File: config.mk
export PLATFORM = sky130hd
export DESIGN_NAME = spi_burst_slave
export DESIGN_NICKNAME = d
export VERILOG_FILES = /design/src/rtl/spi_burst_pkg.sv /design/src/rtl/spi_in_sync.sv /design/src/rtl/spi_rx_ctrl.sv /design/src/rtl/spi_tx_shift.sv /design/src/rtl/spi_burst_slave.sv
export SDC_FILE = /design/constraint.sdc
export NUM_CORES = 1
export LEC_CHECK = 0
export BUFFER_PORTS_ARGS = -buffer_cell sky130_fd_sc_hd__buf_2
export CAP_MARGIN = 20
export CORE_MARGIN = 3
export CORE_UTILIZATION = 62
export DETAILED_ROUTE_END_ITERATION = 12
export PLACE_DENSITY = 0.84
export SLEW_MARGIN = 15
export SYNTH_ARGS = -nofsm -noshare
export SYNTH_HDL_FRONTEND = slang
export SYNTH_HIERARCHICAL = 1
export SYNTH_SLANG_ARGS = --single-unit
File: constraint.sdc
create_clock -name clk -period 3.15 [get_ports clk]
set_clock_uncertainty 0.1 [all_clocks]
set_input_delay 0.63 -clock clk [delete_from_list [all_inputs] [get_ports clk]]
set_output_delay 0.63 -clock clk [all_outputs]
set_load 0.01 [all_outputs]
File: src/rtl/spi_burst_pkg.sv
package spi_burst_pkg;

  // Command-level phase of the serial port.
  typedef enum logic [1:0] {
    PH_ADDR  = 2'd0,  // collecting direction + address byte
    PH_DATA  = 2'd1,  // single data byte (read or write)
    PH_BURST = 2'd2   // streaming read, locked until chip select rises
  } phase_t;

  // Saturating successor of a streaming index.
  function automatic logic [7:0] sat_next(input logic [7:0] idx, input int unsigned last);
    if (idx >= 8'(last)) return 8'(last);
    return idx + 8'd1;
  endfunction

endpackage

File: src/rtl/spi_in_sync.sv
module spi_in_sync #(
  parameter int            W       = 3,
  parameter int            STAGES  = 2,
  parameter logic [W-1:0]  RST_VAL = '0
) (
  input  logic         clk,
  input  logic         rst_n,
  input  logic [W-1:0] async_i,
  output logic [W-1:0] sync_o
);

  for (genvar b = 0; b < W; b++) begin : g_bit
    logic [STAGES-1:0] pipe_q;

    always_ff @(posedge clk or negedge rst_n) begin
      if (!rst_n) begin
        pipe_q <= {STAGES{RST_VAL[b]}};
      end else begin
        pipe_q <= {pipe_q[STAGES-2:0], async_i[b]};
      end
    end

    assign sync_o[b] = pipe_q[STAGES-1];
  end

endmodule

File: src/rtl/spi_rx_ctrl.sv
module spi_rx_ctrl
  import spi_burst_pkg::*;
#(
  parameter int          ADDR_W     = 7,
  parameter int          DATA_W     = 8,
  parameter int          BURST_LEN  = 7,
  parameter logic [ADDR_W-1:0] BURST_CMD  = 7'h63,
  parameter logic [ADDR_W-1:0] BURST_BASE = 7'h03,
  localparam int         BIT_W      = $clog2(DATA_W),
  localparam int         IDX_W      = (BURST_LEN > 1) ? $clog2(BURST_LEN) : 1
) (
  input  logic              clk,
  input  logic              rst_n,
  input  logic              cs_act,
  input  logic              sclk_rise,
  input  logic              mosi,
  output phase_t            phase_o,
  output logic [BIT_W-1:0]  bcnt_o,
  output logic              wr_en_o,
  output logic [ADDR_W-1:0] wr_addr_o,
  output logic [DATA_W-1:0] wr_data_o,
  output logic              rd_en_o,
  output logic [ADDR_W-1:0] rd_addr_o,
  output logic              load_first_o,
  output logic              prefetch_o
);

  localparam logic [BIT_W-1:0] BIT_LAST = BIT_W'(DATA_W - 1);
  localparam int unsigned      IDX_LAST = BURST_LEN - 1;

  phase_t              phase_q, phase_d;
  logic [BIT_W-1:0]    bcnt_q, bcnt_d;
  logic [DATA_W-2:0]   sh_q, sh_d;
  logic                dir_q, dir_d;
  logic [ADDR_W-1:0]   addr_q, addr_d;
  logic [IDX_W-1:0]    bidx_q, bidx_d;

  logic                wr_en_q, wr_en_d;
  logic [ADDR_W-1:0]   wr_addr_q, wr_addr_d;
  logic [DATA_W-1:0]   wr_data_q, wr_data_d;
  logic                rd_en_q, rd_en_d;
  logic [ADDR_W-1:0]   rd_addr_q, rd_addr_d;
  logic                load_first_q, load_first_d;
  logic                prefetch_q, prefetch_d;

  logic [DATA_W-1:0]   shin;
  logic [IDX_W-1:0]    bidx_nx;

  assign shin    = {sh_q, mosi};
  assign bidx_nx = IDX_W'(sat_next(8'(bidx_q), IDX_LAST));

  // Next-state process.
  always_comb begin
    phase_d      = phase_q;
    bcnt_d       = bcnt_q;
    sh_d         = sh_q;
    dir_d        = dir_q;
    addr_d       = addr_q;
    bidx_d       = bidx_q;
    wr_en_d      = 1'b0;
    wr_addr_d    = wr_addr_q;
    wr_data_d    = wr_data_q;
    rd_en_d      = 1'b0;
    rd_addr_d    = rd_addr_q;
    load_first_d = 1'b0;
    prefetch_d   = 1'b0;

    if (!cs_act) begin
      phase_d = PH_ADDR;
      bcnt_d  = '0;
      bidx_d  = '0;
    end else if (sclk_rise) begin
      bcnt_d = bcnt_q + 1'b1;
      sh_d   = shin[DATA_W-2:0];
      if (bcnt_q == BIT_LAST) begin
        unique case (phase_q)
          PH_ADDR: begin
            dir_d   = shin[DATA_W-1];
            addr_d  = shin[ADDR_W-1:0];
            phase_d = PH_DATA;
            if (!shin[DATA_W-1]) begin
              rd_en_d      = 1'b1;
              load_first_d = 1'b1;
              if (shin[ADDR_W-1:0] == BURST_CMD) begin
                rd_addr_d = BURST_BASE;
                bidx_d    = '0;
                phase_d   = PH_BURST;
              end else begin
                rd_addr_d = shin[ADDR_W-1:0];
              end
            end
          end
          PH_DATA: begin
            if (dir_q) begin
              wr_en_d   = 1'b1;
              wr_addr_d = addr_q;
              wr_data_d = shin;
            end
            phase_d = PH_ADDR;
          end
          PH_BURST: begin
            bidx_d     = bidx_nx;
            rd_en_d    = 1'b1;
            rd_addr_d  = BURST_BASE + ADDR_W'(bidx_nx);
            prefetch_d = 1'b1;
          end
          default: phase_d = PH_ADDR;
        endcase
      end
    end
  end

  // Register process.
  always_ff @(posedge clk or negedge rst_n) begin
    if (!rst_n) begin
      phase_q      <= PH_ADDR;
      bcnt_q       <= '0;
      sh_q         <= '0;
      dir_q        <= 1'b0;
      addr_q       <= '0;
      bidx_q       <= '0;
      wr_en_q      <= 1'b0;
      wr_addr_q    <= '0;
      wr_data_q    <= '0;
      rd_en_q      <= 1'b0;
      rd_addr_q    <= '0;
      load_first_q <= 1'b0;
      prefetch_q   <= 1'b0;
    end else begin
      phase_q      <= phase_d;
      bcnt_q       <= bcnt_d;
      sh_q         <= sh_d;
      dir_q        <= dir_d;
      addr_q       <= addr_d;
      bidx_q       <= bidx_d;
      wr_en_q      <= wr_en_d;
      wr_addr_q    <= wr_addr_d;
      wr_data_q    <= wr_data_d;
      rd_en_q      <= rd_en_d;
      rd_addr_q    <= rd_addr_d;
      load_first_q <= load_first_d;
      prefetch_q   <= prefetch_d;
    end
  end

  assign phase_o      = phase_q;
  assign bcnt_o       = bcnt_q;
  assign wr_en_o      = wr_en_q;
  assign wr_addr_o    = wr_addr_q;
  assign wr_data_o    = wr_data_q;
  assign rd_en_o      = rd_en_q;
  assign rd_addr_o    = rd_addr_q;
  assign load_first_o = load_first_q;
  assign prefetch_o   = prefetch_q;

  AST_ABORT_RESETS: assert property (@(posedge clk) disable iff (!rst_n)
    !cs_act |=> (phase_q == PH_ADDR && bcnt_q == '0 && !wr_en_q)) else $error("abort");

  AST_BURST_NO_WRITE: assert property (@(posedge clk) disable iff (!rst_n)
    phase_q == PH_BURST |-> !wr_en_q) else $error("write during burst");

  AST_BURST_ADDR_RANGE: assert property (@(posedge clk) disable iff (!rst_n)
    (rd_en_q && phase_q == PH_BURST) |->
      (rd_addr_q >= BURST_BASE && rd_addr_q <= BURST_BASE + ADDR_W'(IDX_LAST))) else $error("burst addr");

endmodule

File: src/rtl/spi_tx_shift.sv
module spi_tx_shift
  import spi_burst_pkg::*;
#(
  parameter int DATA_W = 8,
  localparam int BIT_W = $clog2(DATA_W)
) (
  input  logic              clk,
  input  logic              rst_n,
  input  logic              cs_act,
  input  logic              sclk_fall,
  input  phase_t            phase,
  input  logic [BIT_W-1:0]  bcnt,
  input  logic              load_first,
  input  logic              prefetch,
  input  logic [DATA_W-1:0] rd_data,
  output logic              miso_o
);

  logic [DATA_W-1:0] tx_q, tx_d;
  logic [DATA_W-1:0] hold_q, hold_d;
  logic              pend_q, pend_d;
  logic              shift_ok;

  // A falling edge advances the byte only once its first bit was sampled.
  assign shift_ok = (phase != PH_ADDR) && (bcnt != '0);

  always_comb begin
    tx_d   = tx_q;
    hold_d = hold_q;
    pend_d = pend_q;
    if (!cs_act) begin
      tx_d   = '0;
      pend_d = 1'b0;
    end else begin
      if (load_first) begin
        tx_d = rd_data;
      end else if (prefetch) begin
        hold_d = rd_data;
        pend_d = 1'b1;
      end
      if (sclk_fall) begin
        if (pend_q) begin
          tx_d   = hold_q;
          pend_d = 1'b0;
        end else if (shift_ok) begin
          tx_d = {tx_q[DATA_W-2:0], 1'b0};
        end
      end
    end
  end

  always_ff @(posedge clk or negedge rst_n) begin
    if (!rst_n) begin
      tx_q   <= '0;
      hold_q <= '0;
      pend_q <= 1'b0;
    end else begin
      tx_q   <= tx_d;
      hold_q <= hold_d;
      pend_q <= pend_d;
    end
  end

  assign miso_o = tx_q[DATA_W-1];

  AST_MISO_HOLDS: assert property (@(posedge clk) disable iff (!rst_n)
    (cs_act && $past(cs_act) && !$past(sclk_fall) && !$past(load_first)) |-> $stable(miso_o))
    else $error("miso moved");

endmodule

File: src/rtl/spi_burst_slave.sv
module spi_burst_slave
  import spi_burst_pkg::*;
#(
  parameter int                ADDR_W     = 7,
  parameter int                DATA_W     = 8,
  parameter int                SYNC_STG   = 2,
  parameter int                BURST_LEN  = 7,
  parameter logic [ADDR_W-1:0] BURST_CMD  = 7'h63,
  parameter logic [ADDR_W-1:0] BURST_BASE = 7'h03
) (
  input  logic              clk,
  input  logic              rst_n,
  input  logic              spi_sclk,
  input  logic              spi_mosi,
  input  logic              spi_cs_n,
  output logic              spi_miso_o,
  output logic              spi_miso_oe,
  output logic              reg_wr_en,
  output logic [ADDR_W-1:0] reg_wr_addr,
  output logic [DATA_W-1:0] reg_wr_data,
  output logic              reg_rd_en,
  output logic [ADDR_W-1:0] reg_rd_addr,
  input  logic [DATA_W-1:0] reg_rd_data
);

  localparam int BIT_W = $clog2(DATA_W);

  logic [2:0]       pins_sync;
  logic             cs_sync, sclk_sync, mosi_sync;
  logic             sclk_prev_q, sclk_prev_d;
  logic             sclk_rise, sclk_fall, cs_act;
  phase_t           phase;
  logic [BIT_W-1:0] bcnt;
  logic             load_first, prefetch;

  // Bit 2: chip select, bit 1: serial clock, bit 0: data in. Both idle high.
  spi_in_sync #(.W(3), .STAGES(SYNC_STG), .RST_VAL(3'b110)) u_sync (
    .clk     (clk),
    .rst_n   (rst_n),
    .async_i ({spi_cs_n, spi_sclk, spi_mosi}),
    .sync_o  (pins_sync)
  );

  assign cs_sync   = pins_sync[2];
  assign sclk_sync = pins_sync[1];
  assign mosi_sync = pins_sync[0];
  assign cs_act    = ~cs_sync;

  assign sclk_prev_d = sclk_sync;

  always_ff @(posedge clk or negedge rst_n) begin
    if (!rst_n) sclk_prev_q <= 1'b1;
    else        sclk_prev_q <= sclk_prev_d;
  end

  assign sclk_rise = cs_act &  sclk_sync & ~sclk_prev_q;
  assign sclk_fall = cs_act & ~sclk_sync &  sclk_prev_q;

  spi_rx_ctrl #(
    .ADDR_W(ADDR_W), .DATA_W(DATA_W), .BURST_LEN(BURST_LEN),
    .BURST_CMD(BURST_CMD), .BURST_BASE(BURST_BASE)
  ) u_rx (
    .clk          (clk),
    .rst_n        (rst_n),
    .cs_act       (cs_act),
    .sclk_rise    (sclk_rise),
    .mosi         (mosi_sync),
    .phase_o      (phase),
    .bcnt_o       (bcnt),
    .wr_en_o      (reg_wr_en),
    .wr_addr_o    (reg_wr_addr),
    .wr_data_o    (reg_wr_data),
    .rd_en_o      (reg_rd_en),
    .rd_addr_o    (reg_rd_addr),
    .load_first_o (load_first),
    .prefetch_o   (prefetch)
  );

  spi_tx_shift #(.DATA_W(DATA_W)) u_tx (
    .clk        (clk),
    .rst_n      (rst_n),
    .cs_act     (cs_act),
    .sclk_fall  (sclk_fall),
    .phase      (phase),
    .bcnt       (bcnt),
    .load_first (load_first),
    .prefetch   (prefetch),
    .rd_data    (reg_rd_data),
    .miso_o     (spi_miso_o)
  );

  assign spi_miso_oe = cs_act;

  AST_STROBE_EXCL: assert property (@(posedge clk) disable iff (!rst_n)
    !(reg_wr_en && reg_rd_en)) else $error("both strobes");

  AST_IDLE_QUIET: assert property (@(posedge clk) disable iff (!rst_n)
    (cs_sync && $past(cs_sync)) |-> (!reg_wr_en && !reg_rd_en)) else $error("strobe while idle");

endmodule

After elaboration in Yosys (flattened, before gate mapping)
Cells that the tools add are included.

cells by class
  reduce and logical (&&, ||, !) cells = 15
  $lt $le $gt $ge = 1
  equality and inequality tests = 8
  muxes and demuxes = 48
  $add $sub $neg = 3
  bitwise logic cells = 8

operators with widths
  kind                   number
  $mux W8                5
  $mux W3                9
  $mux W1                23
  $reduce_and A5 Y1      3
  $mux W7                2
  $pmux W7 S2            1
  $mux W2                5
  $reduce_bool A2 Y1     4
  $eq A7 B7 Y1 const B   1
  $add A3 B1 Y3 const B  2
  $pmux W3 S2            1
  $reduce_and A3 Y1      2
  $reduce_bool A3 Y1     2
  $add A2 B3 Y4 const A  1
  $and A1 B1 Y1          4
  $ne A2 B2 Y1 const B   2
  $not A1 Y1             4
  $pmux W2 S2            1
  $reduce_and A4 Y1      1
  $eq A3 B3 Y1 const B   1
  $ge A3 B3 Y1 const B   1
  $ne A3 B2 Y1 const B   1
  $ne A3 B3 Y1 const B   1
  $eq A2 B1 Y1 const B   1
  5 further kinds        5

word-level totals
  input bits = 13
  logic and storage cells = 103
  register bits = 73

Depth between registers and ports, before layout
  word-level depth = 7
  gate-level depth with buffers = 8

Hierarchy
The synthesis kept the hierarchy.

by module, submodules not included
  module           cells an instance  seq. area each (µm²)  area an instance (µm²)  instances
  spi_rx_ctrl      162                1226.2                2114.5                  1
  spi_tx_shift     78                 425.4                 924.6                   1
  spi_in_sync      9                  155.1                 177.7                   1
  spi_burst_slave  4                  26.3                  45.0                    1

Worst setup path before layout
OpenSTA, ideal clock, no wires.

  kind = register to register
  from = reg u_sync.g_bit[1].pipe_q[1]
  to = reg u_rx.wr_addr_q[0], in the netlist u_rx/wr_addr_o[0]
  stages on the path, launching flop included = 8
  buffers on the path = 3
  library setup time = 125 ps
  arrival time = 1865 ps
  slack = 1060 ps
  required time = 2925 ps
  period minus slack after synthesis = 2090 ps
  path through = dfstp_2 > buf_4 > nor3b_1 > buf_6 > nand3_4 > nor3_4 > buf_6 > mux2_2

between the ends
  longest elaborated chain between the ends = 3

ends and longest elaborated chain
  what                         RTL line               text
  start, declared              spi_in_sync.sv:13      logic [STAGES-1:0] pipe_q;
  start signal, assigned       spi_in_sync.sv:17      pipe_q <= {STAGES{RST_VAL[b]}};
  start signal, assigned       spi_in_sync.sv:19      pipe_q <= {pipe_q[STAGES-2:0], async_i[b]};
  $and A1 B1 Y1 (2 in a row)   spi_burst_slave.sv:56  assign sclk_rise = cs_act & sclk_sync & ~sclk_prev_q;
  named net sclk_rise          spi_burst_slave.sv:31  logic sclk_rise, sclk_fall, cs_act;
  $reduce_and A5 Y1 (no line)  -
  end signal, assigned         spi_rx_ctrl.sv:137     wr_addr_q <= wr_addr_d;
  end, declared                spi_rx_ctrl.sv:39      logic [ADDR_W-1:0] wr_addr_q, wr_addr_d;

The timed path passes the listed nets, and every way through them passes these cells.
A chain may end at the register's enable or synchronous reset.

Worst setup path after layout
  from = reg u_sync.g_bit[1].pipe_q[1]
  to = reg u_rx.wr_data_q[7], in the netlist u_rx/wr_data_o[7]

between the ends
  longest elaborated chain between the ends = 3

ends and longest elaborated chain
  what                         RTL line               text
  $and A1 B1 Y1 (2 in a row)   spi_burst_slave.sv:56
  named net sclk_rise          spi_burst_slave.sv:31
  $reduce_and A5 Y1 (no line)  -
  end signal, assigned         spi_rx_ctrl.sv:138     wr_data_q <= wr_data_d;
  end, declared                spi_rx_ctrl.sv:40      logic [DATA_W-1:0] wr_data_q, wr_data_d;

The timed path passes the listed nets, and every way through them passes these cells.

==> impl_metrics.json <==
{
  "finalCritPeriodShare": 0.732,
  "num_io_pins": 39,
  "wl_per_cell_um": 16.9,
  "outcome": "complete, no violations",
  "finalHoldViolations": 0,
  "cts_setup_buffers": 0,
  "gp_congestion": 0.863,
  "placed_cell_area_mm2": 0.00344,
  "drc": 0,
  "grt-ovfl-total": 0,
  "firstDrtPassIters": 4,
  "cts_root_buf": "clkbuf_8",
  "cap_violations": 0,
  "synth_nets": 269,
  "synth_top_area_cell": "dfrtp_1",
  "p_leak_nw": 1.79,
  "grt_use_total": 0.219,
  "post-route-min-period_ps": 2310,
  "drive_gt1_frac": 0.390,
  "fp.dieW_um": 78.5,
  "startpoint_type": "flop",
  "synthTopCellsByArea": "dfrtp_1 (52%), mux2_2 (13%), dfstp_2 (4.0%)",
  "end_kind": "flop",
  "htreeDepth": 3,
  "diodes": 0,
  "multi_input_area_mm2": 0.00128,
  "rows": 25,
  "seq_area_frac_synth": 0.562,
  "die_area_mm2": 0.00617,
  "cts_inserted_buffers": 9,
  "crit_required_ps": 3280,
  "critical_path_class": "reg -> reg",
  "wl_um": 6130,
  "drtIter0Drc": 164,
  "fillers": 324,
  "setup_viol": 0,
  "die_h_um": 78.5,
  "slew_violations": 0,
  "io_buffers": 38,
  "ant_nets": 0,
  "yosys.area.top_type_share": 0.522,
  "crit_buf_inv": 1,
  "grt_first_pass_wirelength_um": 10300,
  "synthArstFlopShare": 1.00,
  "ctsHoldBuffers": 0,
  "rsz0062_at_grt": "false",
  "critPathArrivalTime_ps": 2430,
  "final_cell_area_mm2": 0.00369,
  "coreArea_mm2": 0.00491,
  "relSlewSlack": 0.415,
  "utilization": 0.751,
  "hpwl_um": 3880,
  "cts_tree": "yes",
  "p_per_area_mw_per_mm2": 542,
  "clk_pin_slew_ps": 80,
  "cts.sinks": 73,
  "syn_inst": 253,
  "max_freq_mhz": 434,
  "areaGrowthSynthToFinish_pct": 13.0,
  "synth_ff_type": "dfrtp_1",
  "ys_warn_count": 6,
  "postCtsResizedCells": 0,
  "crit_fanout": 16,
  "initial_core_util": 0.664,
  "tns_ps": 0,
  "r2r_slack_ps": 840,
  "antenna_found_initial": 0,
  "post-place-ws_ps": 858,
  "area.sequential_mm2": 0.00183,
  "crit_chain": "nor3b_1 -> buf_4 -> nand3_4 -> nor3_4 -> mux2_2",
  "grt_pass1_vias": 2079,
  "peakVddDrop_mv": 0.287,
  "viasPerCell": 5.90,
  "insertion_delay_ps": 340,
  "max-clock-path-buffers": 2,
  "cp_slowest_stage_delay_ps": 650,
  "ys_ff_latch": 73,
  "synth-edff-count": 0,
  "setup_ws_ps": 845,
  "vias": 2136,
  "grt_max_degree": 74,
  "synth_area_mm2": 0.00326,
  "fin_nets": 306,
  "yosys.cell_types.count": 43,
  "hold_path_class": "reg -> reg",
  "tightest_slew_ps": 878,
  "crit_family": "simple AND/OR/NAND/NOR gates",
  "whs_ps": 257,
  "critPathSlowestCell": "nor3_4",
  "syn_avg_cell_area_um2": 12.9
}
path summary, 6_finish.rpt:
check	end	depth (start not counted)	start
min in group asynchronous	u_tx/hold_q[7]	2	rst_n
worst max-delay path	u_rx/wr_data_o[7]	5	u_sync/g_bit[1].pipe_q[1]
worst min-delay path	u_sync/g_bit[0].pipe_q[1]	0	u_sync/g_bit[0].pipe_q[0]
max in group asynchronous	u_tx/hold_q[5]	2	rst_n
worst min register to register	u_sync/g_bit[0].pipe_q[1]	0	u_sync/g_bit[0].pipe_q[0]
worst max register to register	u_rx/wr_data_o[7]	5	u_sync/g_bit[1].pipe_q[1]
state kept, by name (all words and copies together), names as in the netlist:
register and cells:
u_rx/addr_q 7, u_tx/pend_q 1, u_rx/bcnt_o 3, u_sync/g_bit.pipe_q 6, u_rx/load_first_o 1, u_tx/tx_q 8
u_rx/wr_addr_o 7, u_rx/wr_en_o 1, u_rx/rd_addr_o 7, u_rx/wr_data_o 8, u_tx/hold_q 8, u_rx/bidx_q 3
u_rx/sh_q 7, u_rx/phase_o 2, u_rx/prefetch_o 1, u_rx/dir_q 1, u_rx/rd_en_o 1, sclk_prev_q 1
Yosys cell counts, drive strengths merged (2+ instances only):
| library cell | n |
|---|---|
| inv | 7 |
| dfrtp | 68 |
| nor2 | 8 |
| o31ai | 2 |
| mux2 | 46 |
| o21a | 2 |
| o221ai | 8 |
| nor3 | 25 |
| buf | 14 |
| a22o | 2 |
| nand2 | 14 |
| mux2i | 3 |
| ha | 3 |
| nor3b | 3 |
| nand3 | 5 |
| a21oi | 4 |
| clkbuf | 2 |
| nand4 | 2 |
| o21ai | 8 |
| nor2b | 4 |
| o211ai | 2 |
| nand2b | 2 |
| dfstp | 5 |
metal layers:
layer / vias up / part of all wire / GRT usage
li1: 992 / - / -
met1: 1059 / 0.46 / 0.298
met2: 70 / 0.47 / 0.337
met3: 15 / 0.046 / 0.0413
met4: 0 / 0.028 / 0.112
met5: - / 0 / 0
kinds of logic (layout without fill, tap and decap cells):
logic type	after synthesis	in the layout	synth area share
xor+xnor	2	2	0.00537
buf+inv	23	65	0.0453
fa+ha+maj	3	3	0.0115
simple gates	68	68	0.118
flops	73	73	0.562
mux	49	49	0.176
compound gates	35	35	0.0817
layout by cell type, fill, tap and decap left out, drive strengths merged, types with 2 or more instances in the layout:
master  count
inv         8
nor3       25
clkbuf     10
dfrtp      68
nor3b       3
ha          3
o21a        2
buf        42
o31ai       2
a21oi       4
nor2        8
nand4       2
o221ai      8
bufinv      3
o21ai       8
nand2      14
nor2b       4
a22o        2
nand3       5
mux2i       3
dfstp       5
nand2b      2
o211ai      2
mux2       46
power breakdown:
group	switching [mW]	total [mW]	leakage [nW]	internal (mW)
clock	0.347	0.877	0.117	0.530
sequential	0.0534	1.03	0.973	0.973
combinational	0.0506	0.0943	0.696	0.0437
metrics by stage:
step                total power, mW  cells
floorplan                      1.08    253
global placement               1.13    346
detailed placement             1.14    346
CTS                            2.01    362
global route                   2.08    362
finish                         2.00    362
area by class of cell:
class | instances | area share
sequential | 73 | 0.497
clock buffer | 10 | 0.0346
clock inverter | 6 | 0.0312
multi-input combinational | 157 | 0.347
inverter | 7 | 0.00713
timing repair buffer | 42 | 0.0597
tap | 67 | 0.0227
No activity file was read; power rests on OpenSTA's default activity.
